**src/rtl/txstat_pkg.sv**
```systemverilog
package txstat_pkg;
  typedef logic [7:0] stat_t;

  localparam int unsigned BIT_DONE = 7;
  localparam int unsigned BIT_IRQ  = 6;
  localparam int unsigned BIT_JAB  = 5;
  localparam int unsigned BIT_UND  = 4;
  localparam int unsigned BIT_MAXC = 3;
  localparam int unsigned BIT_OVF  = 2;

  typedef struct packed {
    logic irq;
    logic jab;
    logic und;
    logic maxc;
  } cmp_flags_t;

  function automatic stat_t build_rec(cmp_flags_t f);
    stat_t r;
    r = '0;
    r[BIT_DONE] = 1'b1;
    r[BIT_IRQ]  = f.irq;
    r[BIT_JAB]  = f.jab;
    r[BIT_UND]  = f.und;
    r[BIT_MAXC] = f.maxc;
    return r;
  endfunction
endpackage

```
**src/rtl/txstat_fifo.sv**
```systemverilog
module txstat_fifo
  import txstat_pkg::*;
#(
  parameter int unsigned DEPTH = 4
) (
  input  logic                         clk,
  input  logic                         rst_n,
  input  logic                         flush,
  input  logic                         push,
  input  logic                         pop,
  input  stat_t                        din,
  output stat_t                        dout,
  output logic [$clog2(DEPTH+1)-1:0]   count
);
  localparam int unsigned PW = (DEPTH > 1) ? $clog2(DEPTH) : 1;
  localparam int unsigned CW = $clog2(DEPTH + 1);
  localparam logic [PW-1:0] LAST = PW'(DEPTH - 1);
  localparam logic [CW-1:0] FULLC = CW'(DEPTH);

  logic [PW-1:0] wr_q, wr_d, rd_q, rd_d, newest;
  logic [CW-1:0] cnt_q, cnt_d;
  stat_t         mem_q [DEPTH];
  logic          pop_ok, room, push_ok, ovf;

  function automatic logic [PW-1:0] nxt(logic [PW-1:0] p);
    return (p == LAST) ? '0 : p + 1'b1;
  endfunction

  always_comb begin
    pop_ok  = pop && (cnt_q != '0);
    room    = (cnt_q != FULLC) || pop_ok;
    push_ok = push && room;
    ovf     = push && !room;
    newest  = (wr_q == '0) ? LAST : wr_q - 1'b1;
    wr_d    = wr_q;
    rd_d    = rd_q;
    cnt_d   = cnt_q;
    if (flush) begin
      wr_d  = '0;
      rd_d  = '0;
      cnt_d = '0;
    end else begin
      if (push_ok) wr_d = nxt(wr_q);
      if (pop_ok)  rd_d = nxt(rd_q);
      case ({push_ok, pop_ok})
        2'b10:   cnt_d = cnt_q + 1'b1;
        2'b01:   cnt_d = cnt_q - 1'b1;
        default: cnt_d = cnt_q;
      endcase
    end
  end

  always_ff @(posedge clk or negedge rst_n) begin
    if (!rst_n) begin
      wr_q  <= '0;
      rd_q  <= '0;
      cnt_q <= '0;
    end else begin
      wr_q  <= wr_d;
      rd_q  <= rd_d;
      cnt_q <= cnt_d;
    end
  end

  for (genvar i = 0; i < DEPTH; i++) begin : g_ent
    logic  we;
    stat_t wdat;
    always_comb begin
      we   = !flush && ((push_ok && (wr_q == PW'(i))) || (ovf && (newest == PW'(i))));
      wdat = push_ok ? din : (mem_q[i] | stat_t'(1 << BIT_OVF));
    end
    always_ff @(posedge clk or negedge rst_n) begin
      if (!rst_n)  mem_q[i] <= '0;
      else if (we) mem_q[i] <= wdat;
    end
  end

  assign dout  = (cnt_q == '0) ? '0 : mem_q[rd_q];
  assign count = cnt_q;
endmodule

```
**src/rtl/txstat_ctrl.sv**
```systemverilog
module txstat_ctrl
  import txstat_pkg::*;
(
  input  logic       clk,
  input  logic       rst_n,
  input  logic       cmp_valid,
  input  cmp_flags_t flags,
  input  logic       tx_overrun,
  input  logic       tx_reset,
  input  logic       host_wr,
  output logic       push,
  output logic       pop,
  output stat_t      rec,
  output logic       txc_event,
  output logic       adp_fail,
  output logic       tx_disable
);
  logic evt_q, evt_d, fail_q, fail_d, dis_q, dis_d;
  logic fatal;

  always_comb begin
    push   = cmp_valid && !tx_reset;
    pop    = host_wr && !tx_reset;
    rec    = build_rec(flags);
    fatal  = push && (flags.jab || flags.und);
    evt_d  = push && (flags.irq || flags.jab || flags.und || flags.maxc);
    fail_d = tx_overrun;
    if (tx_reset) dis_d = 1'b0;
    else          dis_d = dis_q || fatal || tx_overrun;
  end

  always_ff @(posedge clk or negedge rst_n) begin
    if (!rst_n) begin
      evt_q  <= 1'b0;
      fail_q <= 1'b0;
      dis_q  <= 1'b0;
    end else begin
      evt_q  <= evt_d;
      fail_q <= fail_d;
      dis_q  <= dis_d;
    end
  end

  assign txc_event  = evt_q;
  assign adp_fail   = fail_q;
  assign tx_disable = dis_q;
endmodule

```
**src/rtl/txstat_stack.sv**
```systemverilog
module txstat_stack
  import txstat_pkg::*;
#(
  parameter int unsigned DEPTH = 4
) (
  input  logic       clk,
  input  logic       rst_n,
  input  logic       cmp_valid,
  input  logic       cmp_intreq,
  input  logic       cmp_jabber,
  input  logic       cmp_underrun,
  input  logic       cmp_maxcoll,
  input  logic       tx_overrun,
  input  logic       tx_reset,
  input  logic       host_wr,
  output logic [7:0] rd_byte,
  output logic       txc_event,
  output logic       adp_fail,
  output logic       tx_disable
);
  localparam int unsigned CW = $clog2(DEPTH + 1);

  cmp_flags_t      flags;
  logic            push, pop;
  stat_t           rec, dout;
  logic [CW-1:0]   fill_cnt;

  assign flags = '{irq: cmp_intreq, jab: cmp_jabber, und: cmp_underrun, maxc: cmp_maxcoll};

  txstat_ctrl u_ctrl (
    .clk        (clk),
    .rst_n      (rst_n),
    .cmp_valid  (cmp_valid),
    .flags      (flags),
    .tx_overrun (tx_overrun),
    .tx_reset   (tx_reset),
    .host_wr    (host_wr),
    .push       (push),
    .pop        (pop),
    .rec        (rec),
    .txc_event  (txc_event),
    .adp_fail   (adp_fail),
    .tx_disable (tx_disable)
  );

  txstat_fifo #(.DEPTH(DEPTH)) u_fifo (
    .clk   (clk),
    .rst_n (rst_n),
    .flush (tx_reset),
    .push  (push),
    .pop   (pop),
    .din   (rec),
    .dout  (dout),
    .count (fill_cnt)
  );

  assign rd_byte = dout;
endmodule

```
**config.mk**
```make
export PLATFORM = sky130hd
export DESIGN_NAME = txstat_stack
export DESIGN_NICKNAME = d
export VERILOG_FILES = /design/src/rtl/txstat_pkg.sv /design/src/rtl/txstat_fifo.sv /design/src/rtl/txstat_ctrl.sv /design/src/rtl/txstat_stack.sv
export SDC_FILE = /design/constraint.sdc
export NUM_CORES = 1
export LEC_CHECK = 0
export BUFFER_PORTS_ARGS = -buffer_cell sky130_fd_sc_hd__buf_2
export CORE_UTILIZATION = 55
export CTS_BUF_LIST = sky130_fd_sc_hd__clkbuf_2
export DETAILED_ROUTE_END_ITERATION = 12
export PLACE_DENSITY = 0.81
export SLEW_MARGIN = 20
export SYNTH_ARGS = -nofsm -noshare
export SYNTH_HDL_FRONTEND = slang
export SYNTH_SLANG_ARGS = --single-unit
```
**constraint.sdc**
```tcl
create_clock -name clk -period 5.1 [get_ports clk]
set_input_delay 0.51 -clock clk [delete_from_list [all_inputs] [get_ports clk]]
set_output_delay 0.51 -clock clk [all_outputs]
set_load 0.02 [all_outputs]
```
==> results of run 1 <==
[worst reg2reg max path: cells and delay by family, from the launching register on]
kind / cells / cell delay, ps
AND/OR/NAND/NOR: 3 / 1520
flip-flops: 1 / 520
adder cells (fa/ha/maj): 1 / 490
AO/OA/AOI/OAI: 1 / 180
[worst max-delay path by stage]
stage                                startpoint                     endpoint  slack [ps]  cells past startpoint
finish              u_fifo.count[0]$_DFFE_PN0P_  u_fifo.count[2]$_DFFE_PN0P_        2330                      5
global route        u_fifo.count[0]$_DFFE_PN0P_  u_fifo.count[2]$_DFFE_PN0P_        2080                      5
CTS                 u_fifo.count[0]$_DFFE_PN0P_  u_fifo.count[2]$_DFFE_PN0P_        2330                      5
detailed placement  u_fifo.count[0]$_DFFE_PN0P_  u_fifo.count[2]$_DFFE_PN0P_        2350                      5
global placement    u_fifo.count[0]$_DFFE_PN0P_  u_fifo.count[2]$_DFFE_PN0P_        2500                      5
floorplan           u_fifo.count[0]$_DFFE_PN0P_  u_fifo.count[2]$_DFFE_PN0P_        2770                      6
[layer usage]
layer | track usage [%] | routed length, um | vias to the layer above
li1 | - | - | 548
met1 | 29.3 | 1590 | 590
met2 | 37.1 | 1730 | 18
met3 | 8.40 | 101 | 8
met4 | 7.79 | 54 | 0
met5 | 0 | 0 | -
[final cells by class]
cell class,count,area [um^2]
Clock inverter,1,30.0
Clock buffer,7,35.0
Tap cell,46,57.6
Fill cell,286,1290
Sequential cell,34,851
Inverter,4,15.0
Multi-Input combinational cell,96,996
Timing Repair Buffer,18,90.1
[sequential cells by signal, summed over array words and instances (netlist names)]
name,flops
u_ctrl.adp_fail,1
u_ctrl.tx_disable,1
u_ctrl.txc_event,1
u_fifo.count,3
u_fifo.mem_q,24
u_fifo.rd_q,2
u_fifo.wr_q,2
[cell families (layout without fill, tap and decap cells)]
| kind of cell | count (synthesis) | in the layout | synth area share (%) |
|---|---|---|---|
| simple gates | 39 | 39 | 15.0 |
| flops | 34 | 34 | 44.0 |
| other cells | 1 | 2 | 0.194 |
| fa+ha+maj | 10 | 10 | 6.87 |
| mux | 25 | 25 | 21.1 |
| compound gates | 20 | 20 | 8.23 |
| buf+inv | 16 | 30 | 4.60 |
[report_power, final]
group	total, mW	internal, mW	switching [mW]
Combinational	0.185	0.109	0.0755
Sequential	0.364	0.324	0.0401
Clock	0.178	0.0874	0.0904
Total	0.727	0.521	0.206
[placed cells by master, fill, tap and decap left out, drive strengths merged]
master	count
dfrtp	34
nor3	4
o31ai	1
a22o	4
a21oi	3
nand3	4
nand3b	1
nand2b	8
mux4	6
inv	4
nor4	1
a41o	1
buf	18
o21bai	1
o211ai	1
a31o	2
nor2	5
a211oi	2
a32oi	1
a31oi	1
or4	1
nand2	3
o21ai	2
nor4bb	1
ha	9
clkbuf	7
or4b	1
bufinv	1
nor2b	9
mux2i	1
or3	1
a2111oi	1
fa	1
conb	2
mux2	18
[per-stage QoR]
| step | hold WS, ps | util [%] | std cells |
|---|---|---|---|
| global route | 167 | 61.7 | 206 |
| global placement | 444 | 59.7 | 198 |
| detailed placement | 452 | 59.7 | 198 |
| floorplan | 214 | - | 146 |
| finish | 157 | 61.7 | 206 |
| CTS | 180 | 61.7 | 206 |
==> out/metrics.cfg, run 1 <==
[run_status]
status = completed

[placement]
portBuffers = 18
dp_hpwl_um = 2370
pre_cts_slack_ps = 2350
gp_congestion = 0.768
dpl_cell_area_um2 = 2010

[synthesis]
synth_seq_cells = 34
syn-instance-count = 145
synth-edff-count = 0
synthTopCellsByArea = dfrtp_1, mux2_4, mux4_2
synthTopCellsByCount = dfrtp_1, mux2_4, ha_1, nor2b_1, nand2b_1
synth.yosys.seq_area_share_pct = 44.0
yosysMostFrequentCell = dfrtp_1
synth.largest_area_cell = dfrtp_1
synth_ff_type = dfrtp_1
ys_types = 38
async_reset_ff_share_pct = 100
synth_top_area_share_pct = 44.0
netlist_area_um2 = 1930
syn_avg_cell_area_um2 = 13.3
yosys_warnings = 0

[routing]
drc = 0
wl_per_cell_um = 16.9
dr.pass1.iters = 4
drtAntennaViolNets = 0
routed_wl_um = 3470
first_iter_violations = 67
vias = 1164
via_per_inst = 5.65

[critical_path]
cp-start-kind = flip-flop
r2r_start = u_fifo.count[0]$_DFFE_PN0P_
critical_path_required_ps = 5410
critPathSlowestCell = nor3_1
path_cells = nor3_1 -> nor3_1 -> fa_1 -> or4_1 -> a31oi_1
path_max_fanout = 10
cp_top_family = simple AND/OR/NAND/NOR gates
cp-end-kind = flip-flop
r2r_cells = 5
r2r-end = u_fifo.count[2]$_DFFE_PN0P_
criticalPathCategory = reg -> reg
path_common_cell = nor3_1
crit_path_max_incr_delay_ps = 820
worst-endpoint-arrival_ps = 3070
cp_num_buf_inv = 0
r2r_setup_slack_ps = 2330

[clocking]
holdBufCountCts = 0
cts_root_buffer = clkbuf_2
cts_tree = done
clk_pin_slew_ps = 170
cts_sinks = 34
cts_made_buffers = 5
cts_max_level = 2
cts_setup_buffers = 0
cts_resized = 0
clk_path_buf_depth = 2
clk_latency_ps = 390

[sta]
maxSlewViolCount = 0
min_period_ps = 2770
setup_violations = 0
rsz0062_at_grt = no
setup_tns_ps = 0
relSlewSlack_pct = 35.5
hold_violations = 0
fin_crit_sh_pct = 54.2
layout_setup_ws_ps = 2330
max_freq_mhz = 362
fin_worst_skew_ps = 13.3
tightest_slew_ps = 960

[pwr]
vdd_drop_max_mv = 0.200
leakagePower_nw = 0.968
p_total_mw = 0.727
power.density_nw_per_um2 = 350

[floorplanning]
start_util_pct = 57.4
die_w_um = 61.3
coreArea_um2 = 3360
fp.dieArea_um2 = 3750
ios = 21
fp.dieH_um = 61.3
rows = 21

[global_routing]
grt.total_usage_pct = 23.2
grt_overflow = 0
grt_pass1_vias = 1202
grt_pass1_wl_um = 6000
grt_start_max_net_pins = 35
grt_antenna_before_repair = 0

[layout]
areaGrowthSynthToFinish_pct = 7.38
antenna_cells = 0
nets = 179
post_route_cells_drive_above_1_share_pct = 36.3
fin_area_um2 = 2070

[hold_path]
hp-class = in -> async

[job]
cap_violations = 0

Note: power is estimated with default switching activity, not from simulation.
==> run 2, diff against run 1 <==
==> constraint.sdc (replaced) <==
create_clock -name clk -period 2.7 [get_ports clk]
set_input_delay 0.27 -clock clk [delete_from_list [all_inputs] [get_ports clk]]
set_output_delay 0.27 -clock clk [all_outputs]
set_load 0.02 [all_outputs]
==> run 2 against run 1 <==
Compared with the run above:
- via count up 4.1%
- utilization grew 1.0 points
- critical endpoint unchanged
- setup slack got worse by 1900 ps
- wire length rose by 7.3%
- combinational power is 94% higher
==> out/metrics.cfg, run 2 (same netlist as run 1, synthesis figures left out) <==
[sta]
setup_violations = 0  ; unchanged
max_freq_mhz = 445  ; was 362 MHz
fin_crit_sh_pct = 83.2  ; was 54.2%
hold_slack_ps = 164  ; was 157 ps
hold_violations = 0  ; unchanged
maxSlewViolCount = 0  ; unchanged
rsz0062_at_grt = no  ; unchanged
tightest_slew_ps = 748  ; was 960 ps
relSlewSlack_pct = 50.1  ; was 35.5%
min_period_ps = 2250  ; was 2770 ps
fin_worst_skew_ps = 9.93  ; was 13.3 ps
setup_tns_ps = 0  ; unchanged

[routing]
drtAntennaViolNets = 0  ; unchanged
dr.pass1.iters = 4  ; unchanged
met1_length_um = 1650  ; was 1590 um
highest_layer = met4  ; unchanged
drc = 0  ; unchanged
via_per_inst = 5.77  ; was 5.65
vias = 1212  ; was 1164
routed_wl_um = 3730  ; was 3470 um
met3_length_um = 156  ; was 101 um
wl_per_cell_um = 17.8  ; was 16.9 um
wl_met2_um = 1850  ; was 1730 um
first_iter_violations = 37  ; was 67

[hold_path]
hp-class = in -> reg  ; was in -> async
min_from = cmp_intreq
hold_depth = 2
hold_end = u_fifo.mem_q[6]$_DFFE_PN0P_

[critical_path]
path_max_fanout = 10  ; unchanged
path_cells = nor3_1 -> nor3_1 -> fa_1 -> or4_1 -> a31oi_1  ; unchanged
path_common_cell = nor3_1  ; unchanged
cp_num_buf_inv = 0  ; unchanged
crit_path_max_incr_delay_ps = 560  ; was 820 ps
critPathSlowestCell = or4_1  ; was nor3_1
cp-start-kind = flip-flop  ; unchanged
cp_top_family = simple AND/OR/NAND/NOR gates  ; unchanged
r2r_start = u_fifo.count[0]$_DFFE_PN0P_  ; unchanged
worst-endpoint-arrival_ps = 2570  ; was 3070 ps
r2r_setup_slack_ps = 450  ; was 2330 ps
critical_path_required_ps = 3020  ; was 5410 ps
criticalPathCategory = reg -> reg  ; unchanged
r2r-end = u_fifo.count[2]$_DFFE_PN0P_  ; unchanged
r2r_cells = 5  ; unchanged
cp-end-kind = flip-flop  ; unchanged

[layout]
final_core_util_pct = 62.7  ; was 61.7%
nets = 183  ; was 179
multiInputGateArea_um2 = 996  ; unchanged
regArea_um2 = 851  ; unchanged
n_fill_cell = 286  ; unchanged
fin_area_um2 = 2110  ; was 2070 um^2
areaGrowthSynthToFinish_pct = 9.20  ; was 7.38%
antenna_cells = 0  ; unchanged
layout_common_cells = dfrtp_1, buf_2, mux2_4, nor2b_1, ha_1  ; unchanged
final_common_cell = dfrtp_1  ; unchanged
top_register = u_fifo.mem_q  ; unchanged
post_route_cells_drive_above_1_share_pct = 36.6  ; was 36.3%
largest_register_ffs = 24  ; unchanged

[global_routing]
grt_antenna_before_repair = 0  ; unchanged
grt_pass1_vias = 1223  ; was 1202
grt.total_usage_pct = 23.3  ; was 23.2%
grt_start_max_net_pins = 35  ; unchanged
grt_pass1_wl_um = 5950  ; was 6000 um
grt_overflow = 0  ; unchanged

[placement]
gp_congestion = 0.762  ; was 0.768
dpl_cell_area_um2 = 2020  ; was 2010 um^2
portBuffers = 18  ; unchanged
dp_hpwl_um = 2590  ; was 2370 um

[floorplanning]
rows = 21  ; unchanged
fp.dieH_um = 61.3  ; unchanged
fp.dieArea_um2 = 3750  ; unchanged
coreArea_um2 = 3360  ; unchanged
ios = 21  ; unchanged
start_util_pct = 57.4  ; unchanged
die_w_um = 61.3  ; unchanged

[job]
cap_violations = 0  ; unchanged

[pwr]
p_total_mw = 1.39  ; was 0.727 mW
leakagePower_nw = 0.986  ; was 0.968 nW
vdd_drop_max_mv = 0.318  ; was 0.200 mV
power.density_nw_per_um2 = 660  ; was 350 nW/um^2

[clocking]
cts_resized = 0  ; unchanged
clk_pin_slew_ps = 170  ; about the same
clk_path_buf_depth = 2  ; unchanged
cts_setup_buffers = 0  ; unchanged
cts_root_buffer = clkbuf_2  ; unchanged
cts_max_level = 2  ; unchanged
cts_tree = done  ; unchanged
cts_made_buffers = 5  ; unchanged
clk_latency_ps = 400  ; was 390 ps
cts_sinks = 34  ; unchanged

[run_status]
status = completed  ; unchanged

run 2: where the power goes:
part | internal (mW) | leakage, nW | total, mW | switching [mW]
logic | 0.214 | 0.514 | 0.358 | 0.145
registers | 0.612 | 0.428 | 0.693 | 0.0817
clock network | 0.165 | 0.0432 | 0.340 | 0.175
run 2: area by class of cell:
cell class                 count  area share (%)
tap                           46            2.73
inverter                       4           0.712
sequential                    34            40.3
multi-input combinational     96            47.2
timing repair buffer          22            5.93
clock buffer                   7            1.66
clock inverter                 1            1.42
run 2: how the worst max path moves through the flow:
stage / start / cells past startpoint / slack [ps] / end
after floorplan: u_fifo.count[0]$_DFFE_PN0P_ / 6 / 370 / u_fifo.count[2]$_DFFE_PN0P_
after global placement: u_fifo.count[0]$_DFFE_PN0P_ / 5 / 700 / u_fifo.count[2]$_DFFE_PN0P_
after detailed placement: u_fifo.count[0]$_DFFE_PN0P_ / 5 / 540 / u_fifo.count[2]$_DFFE_PN0P_
after CTS: u_fifo.rd_q[0]$_DFFE_PN0P_ / 3 / 450 / rd_byte[2]
after global routing: u_fifo.count[0]$_DFFE_PN0P_ / 5 / 350 / u_fifo.count[2]$_DFFE_PN0P_
final: u_fifo.count[0]$_DFFE_PN0P_ / 5 / 450 / u_fifo.count[2]$_DFFE_PN0P_
run 2: layer usage:
layer,global-route usage (%),up-vias
met2,38.7,32
li1,-,558
met1,29.2,614
met5,0,-
met3,5.67,8
met4,9.74,0
run 2: what timing repair did:
item                                    4_1_cts  5_1_grt
hold buffers                                  2        0
endpoints found under the setup margin        0        0
hold endpoints to repair                     35        0
run 2: through the flow:
| stage | cells | worst slack, ps |
|---|---|---|
| final | 210 | 452 |
| after detailed placement | 200 | 540 |
| after global routing | 210 | 346 |
| after global placement | 200 | 698 |
| after floorplan | 146 | 372 |
| after CTS | 210 | 454 |
